$ cat config.mk
export PLATFORM = sky130hd
export DESIGN_NAME = qconv4_array
export DESIGN_NICKNAME = d
export VERILOG_FILES = /design/src/rtl/qconv4_pkg.sv /design/src/rtl/qconv4_cmul.sv /design/src/rtl/qconv4_pe.sv /design/src/rtl/qconv4_collect.sv /design/src/rtl/qconv4_array.sv
export SDC_FILE = /design/constraint.sdc
export NUM_CORES = 1
export LEC_CHECK = 0
export ABC_AREA = 0
export BUFFER_PORTS_ARGS = -buffer_cell sky130_fd_sc_hd__buf_2
export CORE_MARGIN = 2
export CORE_UTILIZATION = 67
export DETAILED_ROUTE_END_ITERATION = 10
export GPL_TIMING_DRIVEN = 1
export PLACE_DENSITY = 0.84
export SKIP_LAST_GASP = 1
export SYNTH_ARGS = -nofsm -noshare
export SYNTH_HDL_FRONTEND = slang
export SYNTH_SLANG_ARGS = --single-unit
$ cat constraint.sdc
create_clock -name clk -period 14.49 [get_ports clk]
set_input_delay 0.7245 -clock clk [delete_from_list [all_inputs] [get_ports clk]]
set_output_delay 0.7245 -clock clk [all_outputs]
set_load 0.02 [all_outputs]
$ cat src/rtl/qconv4_pkg.sv
// Shared constants and elaboration-time helpers for the quasi-cyclic chain.
// Assumes every tap coefficient is a positive integer below 2**COEF_W.
package qconv4_pkg;

    localparam int COEF_W = 8;

    // Canonical signed-digit recoding: returns the positive or negative digit mask.
    function automatic logic [COEF_W:0] csd_mask(input int unsigned c, input bit want_neg);
        logic [COEF_W:0] pos_m;
        logic [COEF_W:0] neg_m;
        int unsigned     n;
        pos_m = '0;
        neg_m = '0;
        n     = c;
        for (int i = 0; i <= COEF_W; i++) begin
            if (n[0]) begin
                if (n[1]) begin
                    neg_m[i] = 1'b1;
                    n        = n + 1;
                end else begin
                    pos_m[i] = 1'b1;
                    n        = n - 1;
                end
            end
            n = n >> 1;
        end
        return want_neg ? neg_m : pos_m;
    endfunction

endpackage

$ cat src/rtl/qconv4_cmul.sv
// Multiplier by a fixed positive constant, built from shifted operand copies
// that are added or subtracted according to the constant's signed-digit form.
// Assumes PW is wide enough for XW + COEF_W + 1 bits.
module qconv4_cmul
    import qconv4_pkg::*;
#(
    parameter int          XW   = 9,
    parameter int          PW   = 18,
    parameter int unsigned COEF = 127
) (
    input  logic signed [XW-1:0] x,
    output logic signed [PW-1:0] p
);

    localparam logic [COEF_W:0] POS_D = csd_mask(COEF, 1'b0);
    localparam logic [COEF_W:0] NEG_D = csd_mask(COEF, 1'b1);
    localparam int              NDIG  = COEF_W + 1;

    logic signed [PW-1:0] xe;
    logic signed [PW-1:0] term [NDIG];

    assign xe = {{(PW-XW){x[XW-1]}}, x};

    // One term per digit position: +x<<k, -x<<k or zero.
    for (genvar k = 0; k < NDIG; k++) begin : g_digit
        if (POS_D[k]) begin : g_pos
            assign term[k] = xe <<< k;
        end else if (NEG_D[k]) begin : g_neg
            assign term[k] = -(xe <<< k);
        end else begin : g_zero
            assign term[k] = '0;
        end
    end

    // Adds the digit terms into the product.
    always_comb begin
        p = '0;
        for (int k = 0; k < NDIG; k++) begin
            p = p + term[k];
        end
    end

endmodule

$ cat src/rtl/qconv4_pe.sv
// One processing element: a constant product of the broadcast sample,
// added to or subtracted from the left neighbour's partial sum on a shift.
// Assumes AW holds the largest partial sum the chain can form.
module qconv4_pe #(
    parameter int          XW   = 9,
    parameter int          AW   = 18,
    parameter int unsigned COEF = 127
) (
    input  logic                 clk,
    input  logic                 rst_n,
    input  logic                 shift_en,
    input  logic signed [XW-1:0] x,
    input  logic                 sub,
    input  logic signed [AW-1:0] ps_in,
    output logic signed [AW-1:0] ps_out
);

    logic signed [AW-1:0] prod;

    qconv4_cmul #(.XW(XW), .PW(AW), .COEF(COEF)) cmul_i (
        .x (x),
        .p (prod)
    );

    // Registers the signed accumulation when the chain advances.
    always_ff @(posedge clk) begin
        if (!rst_n) begin
            ps_out <= '0;
        end else if (shift_en) begin
            ps_out <= sub ? (ps_in - prod) : (ps_in + prod);
        end
    end

endmodule

$ cat src/rtl/qconv4_collect.sv
// Result lanes: each take moves the lanes down by one and loads the top
// lane from the chain end, so lane k ends up holding the k-th value taken.
module qconv4_collect #(
    parameter int AW   = 18,
    parameter int NTAP = 4
) (
    input  logic                   clk,
    input  logic                   rst_n,
    input  logic                   take,
    input  logic signed [AW-1:0]   tail,
    output logic [NTAP*AW-1:0]     lanes_flat
);

    logic signed [AW-1:0] lane [NTAP];

    // Moves the lanes down and loads the top one on a take.
    always_ff @(posedge clk) begin
        if (!rst_n) begin
            for (int i = 0; i < NTAP; i++) lane[i] <= '0;
        end else if (take) begin
            for (int i = 0; i < NTAP-1; i++) lane[i] <= lane[i+1];
            lane[NTAP-1] <= tail;
        end
    end

    for (genvar k = 0; k < NTAP; k++) begin : g_flat
        assign lanes_flat[k*AW +: AW] = lane[k];
    end

endmodule

$ cat src/rtl/qconv4_array.sv
// Top of the quasi-cyclic convolution chain. The sample is broadcast to all
// elements, and the partial sums move one element to the right per shift.
// The sign tags make the product quasi-cyclic. Assumes the caller sequences
// shifts, tags and takes as the brief describes.
module qconv4_array #(
    parameter int          XW   = 9,
    parameter int          AW   = 18,
    parameter int          NTAP = 4,
    parameter int unsigned COEFS [NTAP] = '{127, 81, 13, 100}
) (
    input  logic                 clk,
    input  logic                 rst_n,
    input  logic                 shift_en,
    input  logic signed [XW-1:0] sample_in,
    input  logic [NTAP-1:0]      sign_tag,
    input  logic                 out_take,
    output logic [NTAP*AW-1:0]   y_lanes
);

    logic signed [AW-1:0] ps [NTAP];
    logic signed [AW-1:0] chain_tail;

    // Chain of identical elements; the first starts from a zero partial sum.
    for (genvar j = 0; j < NTAP; j++) begin : g_pe
        logic signed [AW-1:0] left_sum;
        if (j == 0) begin : g_head
            assign left_sum = '0;
        end else begin : g_link
            assign left_sum = ps[j-1];
        end
        qconv4_pe #(.XW(XW), .AW(AW), .COEF(COEFS[j])) pe_i (
            .clk      (clk),
            .rst_n    (rst_n),
            .shift_en (shift_en),
            .x        (sample_in),
            .sub      (sign_tag[j]),
            .ps_in    (left_sum),
            .ps_out   (ps[j])
        );
    end

    assign chain_tail = ps[NTAP-1];

    qconv4_collect #(.AW(AW), .NTAP(NTAP)) collect_i (
        .clk        (clk),
        .rst_n      (rst_n),
        .take       (out_take),
        .tail       (chain_tail),
        .lanes_flat (y_lanes)
    );

endmodule

==> run_results.csv <==
group,metric,value,unit
run_status,outcome,"complete, no violations",
yosys,synth.top_cell.area_share,0.1918,
sta,tightest_slew,878.1,ps
cells_and_area,fillers,1170,
placement,port_buffers,88,
routing,drtPass1Iterations,5,
sta,period_needed,5577,ps
sta,setup_tns,0,ps
yosys,synth_seq_cells,144,
power_and_ir_drop,power_per_cell_area,149.3,mW/mm2
clock_tree,numCtsBuffers,17,
cells_and_area,design_area,0.01238,mm2
yosys,synth_area_leaders,"edfxtp_1 (19%), dfxtp_1 (13%), ha_1 (11%), xnor2_1 (7.1%), and3_1 (4.3%)",
sta,fmax,0.1793,GHz
yosys,ys_types,88,
floorplanning,dieArea,0.01788,mm2
clock_tree,cts_tree,"done",
placement,placed_cell_area,0.01183,mm2
grt,antenna_found_initial,0,
grt,grt_start_max_net_pins,80,
yosys,async_flop_share,0,
clock_tree,cts_root_buf,"clkbuf_16",
floorplanning,pin_count,89,
yosys,synth.most_common_cell,"ha_1",
clock_tree,clk_latency,430,ps
clock_tree,cts_sinks,144,
cells_and_area,layout-drive-gt1-share,0.1309,
grt,grt.total_usage,0.2956,
sta,hold_violations,0,
clock_tree,cts_setup_buffers,0,
critical_path,cp_data_required_time,14820,ps
sta,setup_viol,0,
flow_run,max_cap_viol_count,0,
sta,rsz0062_at_grt,"false",
routing,drtIter0Drc,632,
sta,min_period_over_period,0.3849,
placement,dp_hpwl,18930,um
min_path,min_path_type,"reg -> reg",
floorplanning,start_util,0.6822,
critical_path,arrival,5910,ps
power_and_ir_drop,leakage,5.819,nW
routing,dr_total_vias,9014,
yosys,yosysWarnings,0,
routing,drt.antenna.violating_nets,0,
yosys,synth-seq-area-share,0.3196,
routing,wl_per_cell,17.30,um
floorplanning,rows,47,
yosys,synth_nets,1328,
yosys,synthesis.area,0.01127,mm2
clock_tree,hold_buffers,0,
placement,gp_congestion,0.9737,
sta,finalMaxSlewViolations,0,
clock_tree,cts_buffer_depth,2,
cells_and_area,nNetsFinal,1388,
clock_tree,htree_levels,4,
sta,fin_skew,6.849,ps
floorplanning,die_h,133.7,um
clock_tree,cts.repair.resized,0,
floorplanning,core,0.01652,mm2
yosys,syn_inst,1195,
critical_path,startpoint_type,"primary input",
routing,via_per_inst,6.058,
yosys,ys.flop_type,"edfxtp_1",
clock_tree,clkTransAtPathRegs,70,ps
yosys,synth.avg_cell_area,9.434,um2
cells_and_area,stdcell_count,1488,
placement,dp_cells,1456,
routing,wirelength,25750,um
critical_path,critPathKind,"in -> reg",
cells_and_area,diodes,0,
cells_and_area,syn_to_final_growth,9.822,%
sta,timing.slew.headroom,0.4071,
floorplanning,fp.dieW,133.7,um
yosys,synth_edf_count,72,
routing,drc,0,
power_and_ir_drop,peakVddDrop,0.1125,mV
grt,overflow,0,
critical_path,end_kind,"flip-flop",
yosys,synth_common_cells,"ha_1 (97), xnor2_1 (92), and3_1 (78), dfxtp_1 (72), edfxtp_1 (72)",
critical_path,cp_max_fo,15,
grt,grt_pass1_wl,42680,um
yosys,yosysTopAreaCell,"edfxtp_1",
grt,grt_pass1_vias,8762,
==> worst max-delay path: stages <==
cell,delay (ps)
buf_2,300
inv_1,280
fa_1,590
inv_1,40
ha_1,360
o21a_1,220
o31a_2,180
nor2_1,70
or4b_2,700
inv_1,170
a21oi_1,100
xor2_1,160
ha_1,340
nand3_1,110
a211oi_1,250
o221a_2,260
nand4_1,130
a31oi_1,260
a31oi_1,190
nand3b_1,120
mux2i_1,90
nor4_1,250
==> layout by cell type (no fill, tap or decap), types with 21 or more instances in the layout <==
cell and instances:
nor2_1 71, nand2_1 55, dfxtp_1 72, nor2b_1 57
nand3_1 21, edfxtp_1 72, xor2_1 41, buf_2 86
mux2i_1 44, and3_1 78, a21oi_1 60, nor3_1 29
ha_1 97, o21ai_0 37, inv_1 66, xnor2_1 92
==> report_power, final <==
part | total, W | switching (W) | internal (W)
clock | 0.000417 | 0.000193 | 0.000224
sequential | 0.000541 | 0.0000427 | 0.000498
combinational | 0.000890 | 0.000499 | 0.000391
total | 0.00185 | 0.000735 | 0.00111
==> final timing paths <==
path / startpoint / to / slack [ps] / cells past startpoint
worst max register to register: g_pe[1].pe_i.ps_out[0]$_SDFFE_PN0P_ / g_pe[2].pe_i.ps_out[16]$_SDFFE_PN0P_ / 11380 / 14
worst min register to register: g_pe[3].pe_i.ps_out[2]$_SDFFE_PN0P_ / g_pe[3].pe_i.ps_out[2]$_SDFFE_PN0P_ / 480 / 1
worst max-delay path: sample_in[0] / g_pe[2].pe_i.ps_out[17]$_SDFFE_PN0P_ / 8910 / 22
worst min-delay path: g_pe[3].pe_i.ps_out[2]$_SDFFE_PN0P_ / g_pe[3].pe_i.ps_out[2]$_SDFFE_PN0P_ / 480 / 1
==> stage by stage <==
stage               total power, W  hold slack [ps]  setup slack (ps)  utilization
finish                    0.001848            475.0              8913       0.7492
global route              0.001971            505.8              8443       0.7492
CTS                       0.001844            476.5              8970       0.7492
detailed placement        0.001421            461.9              8550       0.7158
global placement          0.001393            453.5              8772       0.7158
floorplan                 0.001241            444.7              9255            -
==> registers in the layout, summed over array words and instances (netlist names) <==
| name | count |
|---|---|
| g_pe.pe_i.ps_out | 72 |
| collect_i.lane | 72 |
==> kinds of logic after synthesis <==
group,share of synthesized area
AOI/OAI and AO/OA,0.1600
xor gates and xnor gates,0.1082
adders and majority gates,0.1414
buffers and inverters,0.04007
DFF,0.3196
muxes,0.03907
and+or+nand+nor,0.1916
==> cell type report <==
class                   count  area (um2)  area share
clock buffers              17       425.4     0.03436
clock inverters            15       127.6     0.01031
inverters                  66       247.7     0.02001
multi-input cells         934        7226      0.5836
flip-flops and latches    144        3603      0.2911
well taps                 220       275.3     0.02223
repair buffers             92       475.5     0.03840
==> per-layer routing <==
layer	wire, um	share of wire	up-vias	global-route usage
met2	12540	0.49	266	0.5077
met5	0	0	-	0
met3	1185	0.046	47	0.03272
li1	-	-	4424	-
met1	11330	0.44	4277	0.3816
met4	695	0.027	0	0.1194
No activity file was read; power rests on OpenSTA's default activity.
